### config.mk
export PLATFORM = sky130hd
export DESIGN_NAME = hdlc_fcs_unit
export DESIGN_NICKNAME = d
export VERILOG_FILES = /design/src/rtl/fcs_pkg.sv /design/src/rtl/fcs_lfsr.sv /design/src/rtl/hdlc_fcs_tx.sv /design/src/rtl/hdlc_fcs_rx.sv /design/src/rtl/hdlc_fcs_unit.sv
export SDC_FILE = /design/constraint.sdc
export NUM_CORES = 1
export LEC_CHECK = 0
export BUFFER_PORTS_ARGS = -buffer_cell sky130_fd_sc_hd__buf_2
export CAP_MARGIN = 20
export CORE_AREA = 10 10 92 70
export CTS_CLUSTER_DIAMETER = 60
export DETAILED_ROUTE_END_ITERATION = 8
export DIE_AREA = 0 0 102 80
export PLACE_DENSITY = 0.64
export SLEW_MARGIN = 20
export SYNTH_ARGS = -nofsm -noshare
export SYNTH_HDL_FRONTEND = slang
export SYNTH_SLANG_ARGS = --single-unit
### constraint.sdc
create_clock -name clk -period 1.6 [get_ports clk]
set_input_delay 0.16 -clock clk [delete_from_list [all_inputs] [get_ports clk]]
set_output_delay 0.16 -clock clk [all_outputs]
set_load 0.02 [all_outputs]
### src/rtl/fcs_pkg.sv
package fcs_pkg;
  localparam int unsigned FCS_W = 16;

  typedef enum logic [1:0] {
    LFSR_HOLD,
    LFSR_PRESET,
    LFSR_STEP,
    LFSR_SHIFT
  } lfsr_op_e;
endpackage

### src/rtl/fcs_lfsr.sv
module fcs_lfsr
  import fcs_pkg::*;
#(
  parameter int unsigned   W      = FCS_W,
  parameter logic [W-1:0]  POLY   = 16'h8408,
  parameter logic [W-1:0]  PRESET = '1
) (
  input  logic         clk,
  input  logic         rst,
  input  lfsr_op_e     op,
  input  logic         din,
  output logic [W-1:0] state
);
  logic [W-1:0] state_q;
  logic [W-1:0] step_v;
  logic         fb;

  assign fb = state_q[0] ^ din;

  // reflected form: shift toward bit 0, fold feedback into tap positions
  for (genvar i = 0; i < W; i++) begin : g_tap
    if (i == W - 1) begin : g_top
      assign step_v[i] = POLY[i] & fb;
    end else begin : g_mid
      assign step_v[i] = state_q[i+1] ^ (POLY[i] & fb);
    end
  end

  always_ff @(posedge clk) begin
    if (rst) begin
      state_q <= PRESET;
    end else begin
      case (op)
        LFSR_PRESET: state_q <= PRESET;
        LFSR_STEP:   state_q <= step_v;
        LFSR_SHIFT:  state_q <= state_q >> 1;
        default:     state_q <= state_q;
      endcase
    end
  end

  assign state = state_q;
endmodule

### src/rtl/hdlc_fcs_tx.sv
module hdlc_fcs_tx
  import fcs_pkg::*;
#(
  parameter int unsigned   W      = FCS_W,
  parameter logic [W-1:0]  POLY   = 16'h8408,
  parameter logic [W-1:0]  PRESET = '1
) (
  input  logic clk,
  input  logic rst,
  input  logic crc_en,
  input  logic start,
  input  logic valid,
  input  logic bit_in,
  input  logic frame_end,
  output logic out_valid,
  output logic out_bit,
  output logic done
);
  localparam int unsigned CNT_W = $clog2(W);
  localparam logic [CNT_W-1:0] LAST = CNT_W'(W - 1);

  lfsr_op_e         op;
  logic [W-1:0]     crc;
  logic             mode_q, busy_q, arm_q;
  logic [CNT_W-1:0] cnt_q;
  logic             ov_q, ob_q, done_q;

  always_comb begin
    op = LFSR_HOLD;
    if (start)                          op = LFSR_PRESET;
    else if (busy_q)                    op = LFSR_SHIFT;
    else if (frame_end && mode_q)       op = LFSR_SHIFT;
    else if (valid)                     op = LFSR_STEP;
  end

  fcs_lfsr #(.W(W), .POLY(POLY), .PRESET(PRESET)) u_lfsr (
    .clk(clk), .rst(rst), .op(op), .din(bit_in), .state(crc)
  );

  always_ff @(posedge clk) begin
    if (rst) begin
      mode_q <= 1'b0;
      busy_q <= 1'b0;
      arm_q  <= 1'b0;
      cnt_q  <= '0;
      ov_q   <= 1'b0;
      ob_q   <= 1'b0;
      done_q <= 1'b0;
    end else begin
      ov_q   <= 1'b0;
      ob_q   <= 1'b0;
      arm_q  <= 1'b0;
      done_q <= arm_q;
      if (start) begin
        mode_q <= crc_en;
        busy_q <= 1'b0;
        cnt_q  <= '0;
      end else if (busy_q) begin
        ov_q  <= 1'b1;
        ob_q  <= ~crc[0];
        cnt_q <= cnt_q + 1'b1;
        if (cnt_q == LAST) begin
          busy_q <= 1'b0;
          arm_q  <= 1'b1;
        end
      end else if (frame_end) begin
        if (mode_q) begin
          ov_q   <= 1'b1;
          ob_q   <= ~crc[0];
          cnt_q  <= CNT_W'(1);
          busy_q <= 1'b1;
        end else begin
          done_q <= 1'b1;
        end
      end else if (valid) begin
        ov_q <= 1'b1;
        ob_q <= bit_in;
      end
    end
  end

  assign out_valid = ov_q;
  assign out_bit   = ob_q;
  assign done      = done_q;
endmodule

### src/rtl/hdlc_fcs_rx.sv
module hdlc_fcs_rx
  import fcs_pkg::*;
#(
  parameter int unsigned   W       = FCS_W,
  parameter logic [W-1:0]  POLY    = 16'h8408,
  parameter logic [W-1:0]  PRESET  = '1,
  parameter logic [W-1:0]  RESIDUE = 16'hF0B8
) (
  input  logic clk,
  input  logic rst,
  input  logic crc_en,
  input  logic start,
  input  logic valid,
  input  logic bit_in,
  input  logic frame_end,
  output logic fwd_valid,
  output logic fwd_bit,
  output logic frame_ok,
  output logic crc_err
);
  localparam int unsigned CNT_W = $clog2(W + 1);
  localparam logic [CNT_W-1:0] MIN_BITS = CNT_W'(W);

  lfsr_op_e         op;
  logic [W-1:0]     crc;
  logic             mode_q;
  logic [CNT_W-1:0] cnt_q;
  logic             fv_q, fb_q, ok_q, err_q;
  logic             good;

  always_comb begin
    op = LFSR_HOLD;
    if (start)      op = LFSR_PRESET;
    else if (valid) op = LFSR_STEP;
  end

  fcs_lfsr #(.W(W), .POLY(POLY), .PRESET(PRESET)) u_lfsr (
    .clk(clk), .rst(rst), .op(op), .din(bit_in), .state(crc)
  );

  assign good = (cnt_q == MIN_BITS) && (crc == RESIDUE);

  always_ff @(posedge clk) begin
    if (rst) begin
      mode_q <= 1'b0;
      cnt_q  <= '0;
      fv_q   <= 1'b0;
      fb_q   <= 1'b0;
      ok_q   <= 1'b0;
      err_q  <= 1'b0;
    end else begin
      fv_q <= 1'b0;
      fb_q <= 1'b0;
      if (start) begin
        mode_q <= crc_en;
        cnt_q  <= '0;
        ok_q   <= 1'b0;
        err_q  <= 1'b0;
      end else begin
        if (valid) begin
          fv_q <= 1'b1;
          fb_q <= bit_in;
          if (cnt_q != MIN_BITS) cnt_q <= cnt_q + 1'b1;
        end
        if (frame_end) begin
          ok_q  <= mode_q & good;
          err_q <= mode_q & ~good;
        end
      end
    end
  end

  assign fwd_valid = fv_q;
  assign fwd_bit   = fb_q;
  assign frame_ok  = ok_q;
  assign crc_err   = err_q;
endmodule

### src/rtl/hdlc_fcs_unit.sv
module hdlc_fcs_unit
  import fcs_pkg::*;
#(
  parameter int unsigned        W       = FCS_W,
  parameter logic [W-1:0]       POLY    = 16'h8408,
  parameter logic [W-1:0]       PRESET  = '1,
  parameter logic [W-1:0]       RESIDUE = 16'hF0B8
) (
  input  logic clk,
  input  logic rst,
  input  logic crc_en,
  input  logic tx_start,
  input  logic tx_valid,
  input  logic tx_bit,
  input  logic tx_end,
  output logic tx_out_valid,
  output logic tx_out_bit,
  output logic tx_done,
  input  logic rx_start,
  input  logic rx_valid,
  input  logic rx_bit,
  input  logic rx_end,
  output logic rx_fwd_valid,
  output logic rx_fwd_bit,
  output logic rx_frame_ok,
  output logic rx_crc_err
);
  hdlc_fcs_tx #(.W(W), .POLY(POLY), .PRESET(PRESET)) u_tx (
    .clk(clk), .rst(rst), .crc_en(crc_en),
    .start(tx_start), .valid(tx_valid), .bit_in(tx_bit), .frame_end(tx_end),
    .out_valid(tx_out_valid), .out_bit(tx_out_bit), .done(tx_done)
  );

  hdlc_fcs_rx #(.W(W), .POLY(POLY), .PRESET(PRESET), .RESIDUE(RESIDUE)) u_rx (
    .clk(clk), .rst(rst), .crc_en(crc_en),
    .start(rx_start), .valid(rx_valid), .bit_in(rx_bit), .frame_end(rx_end),
    .fwd_valid(rx_fwd_valid), .fwd_bit(rx_fwd_bit),
    .frame_ok(rx_frame_ok), .crc_err(rx_crc_err)
  );
endmodule

* Yosys cells after proc, flatten, opt, wreduce, memory -nomap -nowiden
Cells that the tools add are included.
** Cells by class
- Multiplexer cells :: 28
- Add/subtract/negate cells :: 2
- Reductions and logical operators :: 12
- Equality and inequality tests :: 10
- Bitwise gates (word level) :: 12
** Operators by type and width (count)
- $pmux W16 S3 :: 2
- $mux W1 :: 17
- $eq A16 B16 Y1 const B :: 1
- $mux W2 :: 6
- $mux W4 :: 3
- $eq A2 B2 Y1 const B :: 4
- $reduce_bool A3 Y1 :: 2
- $reduce_or A3 Y1 :: 2
- $xor A1 B1 Y1 :: 6
- $add A5 B1 Y5 const B :: 1
- $eq A5 B5 Y1 const B :: 1
- $ne A5 B5 Y1 const B :: 1
- $add A4 B1 Y4 const B :: 1
- $eq A2 B1 Y1 const B :: 2
- $eq A4 B4 Y1 const B :: 1
- $not A1 Y1 :: 4
- $reduce_and A2 Y1 :: 2
- $reduce_bool A2 Y1 :: 2
- $reduce_or A2 Y1 :: 2
- $and A1 B1 Y1 :: 2
- $logic_and A1 B1 Y1 :: 2
** Storage, ports and cells
- Output and inout bits :: 7
- Bits in registers :: 52
- Bits of input ports :: 11
- Logic and storage cells :: 79

* Depth between registers and ports, before layout
- Depth in word-level cells :: 6
- Gate-level depth with buffers :: 6
- Gate-level depth less buffers :: 5

* Hierarchy
Synthesis repeated with hierarchy kept, for this count alone.
** Second synthesis, totals
- Cell total of the unflattened synthesis :: 257
- Area total of the unflattened synthesis :: 2449.8 um^2
** By module, submodules not included
- fcs_lfsr :: cells an instance 79, area an instance 758.2 um^2, instances 2, seq. area each 320.3 um^2
- hdlc_fcs_rx :: cells an instance 54, area an instance 494.2 um^2, instances 1, seq. area each 200.2 um^2
- hdlc_fcs_tx :: cells an instance 45, area an instance 439.2 um^2, instances 1, seq. area each 200.2 um^2

* Least setup slack after synthesis
OpenSTA, ideal clock, no wires.
- Path type :: reg-to-reg
- Start :: register u_rx.cnt_q[0]
- End :: register u_rx.cnt_q[2]
- Library setup time :: 0.070 ns
- Required time :: 1.530 ns
- Arrival time :: 1.349 ns
- Clock period less this slack :: 1.418 ns
- Path buffers :: 0
- Slack :: 0.182 ns
- Stages on the path, launching flop included :: 6
- Path through :: dfxtp_1 inv_1 ha_1 and4bb_2 or4_1 a21oi_1
** On the way
- Cells in the longest elaborated chain, start to end :: 2
- Elaborated cells on any way between the ends :: 3
- Those cells by class :: add/sub: 1; eq/ne: 1; reduce/logical: 1
** RTL lines
- start: declaration :: RTL line hdlc_fcs_rx.sv:27 : logic [CNT_W-1:0] cnt_q;
- start signal: assignment :: RTL line hdlc_fcs_rx.sv:63 : if (cnt_q != MIN_BITS) cnt_q <= cnt_q + 1'b1;
- parallel branches: the longest is 2 deep, another holds $add A5 B1 Y5
Parallel ways; which one is timed is not known.
A chain may end at the register's enable or synchronous reset.

* Worst setup path after layout
Same ends and word-level chain as after synthesis.

==> flow_metrics.tcl <==
set metrics [dict create \
    p_per_area_mw_per_mm2 973 \
    grt_start_max_net_pins 19 \
    cp-start-kind "flip-flop" \
    tightestPinTransition_ns 0.450 \
    crit_slowest_cell "or4_1" \
    slew-limit-headroom_pct 69.6 \
    fillers 452 \
    antennaDiodeCount 0 \
    min_path_type "input pin to flip-flop" \
    via_count 1588 \
    rsz0062_at_grt "false" \
    worst_ep_required_time_ns 1.83 \
    antenna_found_initial 0 \
    end_kind "flip-flop" \
    drv_cap 0 \
    finalWirelength_microns 3850 \
    htree_levels 2 \
    post-cts-setup-buffers 0 \
    final_net_count 264 \
    synth_seq_cells 52 \
    timing.hold.ws_ns 0.110 \
    finalMaxSlewViolations 0 \
    io_buffers 17 \
    ir_drop_mv 0.325 \
    setup_violations 0 \
    clock_latency_ns 0.29 \
    grt_usage_pct 9.92 \
    seq_area_frac_synth_pct 49.2 \
    utilization_pct 50.2 \
    cts_sinks 52 \
    synth.distinct_cells 37 \
    fmaxAchievable_mhz 670 \
    wire_per_inst_microns 12.5 \
    place.gp.congestion 0.747 \
    grt_pass1_wl_microns 6520 \
    dp_hpwl_microns 2690 \
    cts_buffer_depth 2 \
    max_stage_delay_ns 0.40 \
    fin_ws_ns 0.107 \
    fp.dieArea_sq_mm 0.00816 \
    crit_fanout 5 \
    rows 21 \
    synth_top_area_cell "dfxtp_1" \
    cts_tree "built" \
    synthCells 231 \
    drt_first_iter_violations 65 \
    finalCritPeriodShare_pct 93.3 \
    drcViolationCount 0 \
    syn-cell-area_sq_mm 0.00212 \
    fin_skew_ns 0.00328 \
    grt_overflow 0 \
    post-route-min-period_ns 1.49 \
    drtPass1Iterations 4 \
    yosysTopAreaCellShare_pct 49.2 \
    synth_nets 245 \
    ys.flop_type "dfxtp_1" \
    avgSynthCellArea_sq_um 9.16 \
    path_class "flip-flop to flip-flop" \
    synth-async-reset-ratio_pct 0 \
    status "completed" \
    start_util_pct 45.2 \
    clkTransAtPathRegs_ns 0.09 \
    coreArea_sq_mm 0.00468 \
    io_pins 18 \
    area_growth_pct 11.1 \
    cts_buffers 5 \
    synth-edff-count 0 \
    place_ws_ns 0.0989 \
    viasPerCell 5.16 \
    leakagePower_nw 1.00 \
    ant_nets 0 \
    grt_pass1_vias 1387 \
    yosysWarnings 0 \
    hold_viol 0 \
    cts_root_buf "clkbuf_8" \
    die_w_microns 102 \
    synth_area_leaders "dfxtp_1 49%, mux2i_1 7.1%, nand2_1 7.1%, nand3_1 4.3%, nor2_1 2.8%" \
    die_h_microns 80 \
    setup-tns-final_ns 0 \
    worstPathCellList "inv_1 -> ha_1 -> and4bb_2 -> or4_1 -> a21oi_1" \
    drive_above_1_share_pct 15.1 \
    critPathArrivalTime_ns 1.73 \
]
flip-flops by register name (all words and copies together) (netlist names):
signal,cells
u_rx.u_lfsr.state,16
u_tx.u_lfsr.state,16
u_rx.cnt_q,5
u_tx.cnt_q,4
u_rx.crc_err,1
u_rx.frame_ok,1
u_rx.fwd_bit,1
u_rx.fwd_valid,1
u_rx.mode_q,1
u_tx.arm_q,1
u_tx.busy_q,1
u_tx.done,1
u_tx.mode_q,1
u_tx.out_bit,1
u_tx.out_valid,1
cells by family after synthesis:
family,share of synthesized area [%]
and+or+nand+nor,24.5
DFF,49.2
AOI/OAI and AO/OA,10.4
buffers and inverters,4.55
muxes,7.10
xor gates and xnor gates,2.48
adders and majority gates,1.77
layout make-up:
class                      count  area [sq um]  area share, %
multi-input combinational    161           978           41.6
timing repair buffer          26           153           6.50
sequential                    52          1040           44.4
inverter                       4          15.0          0.639
tap                           57          71.3           3.04
clock buffer                   8          90.1           3.83
through the flow:
step	area, sq um	power [W]	cells
5_1_grt	2350	0.00240	308
2_1_floorplan	2120	0.00152	231
3_5_place_dp	2260	0.00157	300
6_report	2350	0.00229	308
4_1_cts	2350	0.00231	308
3_3_place_gp	2260	0.00157	300
critical path: cells and delay by family (launching register included):
kind                     cells  cell delay, ns
adder cells (fa/ha/maj)      1            0.20
flip-flops                   1            0.36
AO/OA/AOI/OAI                1            0.15
buffers and inverters        1            0.06
AND/OR/NAND/NOR              2            0.67
final timing paths:
check | from | cells after the start | slack [ns] | to
min reg2reg | u_tx.arm_q$_SDFF_PP0_ | 2 | 0.45 | u_tx.done$_SDFF_PP0_
max | u_rx.cnt_q[0]$_SDFFE_PP0P_ | 5 | 0.11 | u_rx.cnt_q[2]$_SDFFE_PP0P_
min | crc_en | 3 | 0.11 | u_rx.mode_q$_SDFFE_PP0P_
max reg2reg | u_rx.cnt_q[0]$_SDFFE_PP0P_ | 5 | 0.11 | u_rx.cnt_q[2]$_SDFFE_PP0P_
Yosys cell counts, types with 3 or more instances:
cell type and n:
dfxtp_1 52, nand2_1 40, nand3_1 18, nor2_1 16
mux2i_1 15, a21oi_1 10, buf_2 8, o21ai_0 6
nand4_1 5, a211o_1 4, a211oi_1 4, inv_1 4
nor3_1 4, xor2_1 4, and3_1 3, clkbuf_1 3
ha_1 3, or2_2 3
metal layers:
metal | vias up | global-route usage (%) | wire length, microns
li1 | 841 | - | -
met1 | 716 | 14.6 | 2160
met2 | 26 | 12.6 | 1450
met3 | 5 | 3.03 | 199
met4 | 0 | 4.35 | 46
met5 | - | 0 | 0
layout by cell type (no fill, tap or decap), types with 5 or more instances in the layout:
cell type | Yosys | routed
nand2_1 | 40 | 40
buf_2 | 8 | 17
dfxtp_1 | 52 | 51
mux2i_1 | 15 | 15
buf_4 | 1 | 9
nor2_1 | 16 | 16
a21oi_1 | 10 | 10
clkbuf_8 | 0 | 6
nand4_1 | 5 | 5
nand3_1 | 18 | 18
o21ai_0 | 6 | 6
what timing repair did:
| item | CTS | global route |
|---|---|---|
| resized for setup | 0 | 1 |
| endpoints found under the hold margin | 0 | 0 |
| hold buffers | 0 | 0 |
| endpoints found under the setup margin | 0 | 1 |
power breakdown:
group / total [W] / internal [W] / switching (W)
clock network: 0.000745 / 0.000353 / 0.000392
registers: 0.00134 / 0.00132 / 0.0000200
logic: 0.000197 / 0.0000801 / 0.000117
total: 0.00229 / 0.00176 / 0.000529
(Power assumes the default switching activity.)
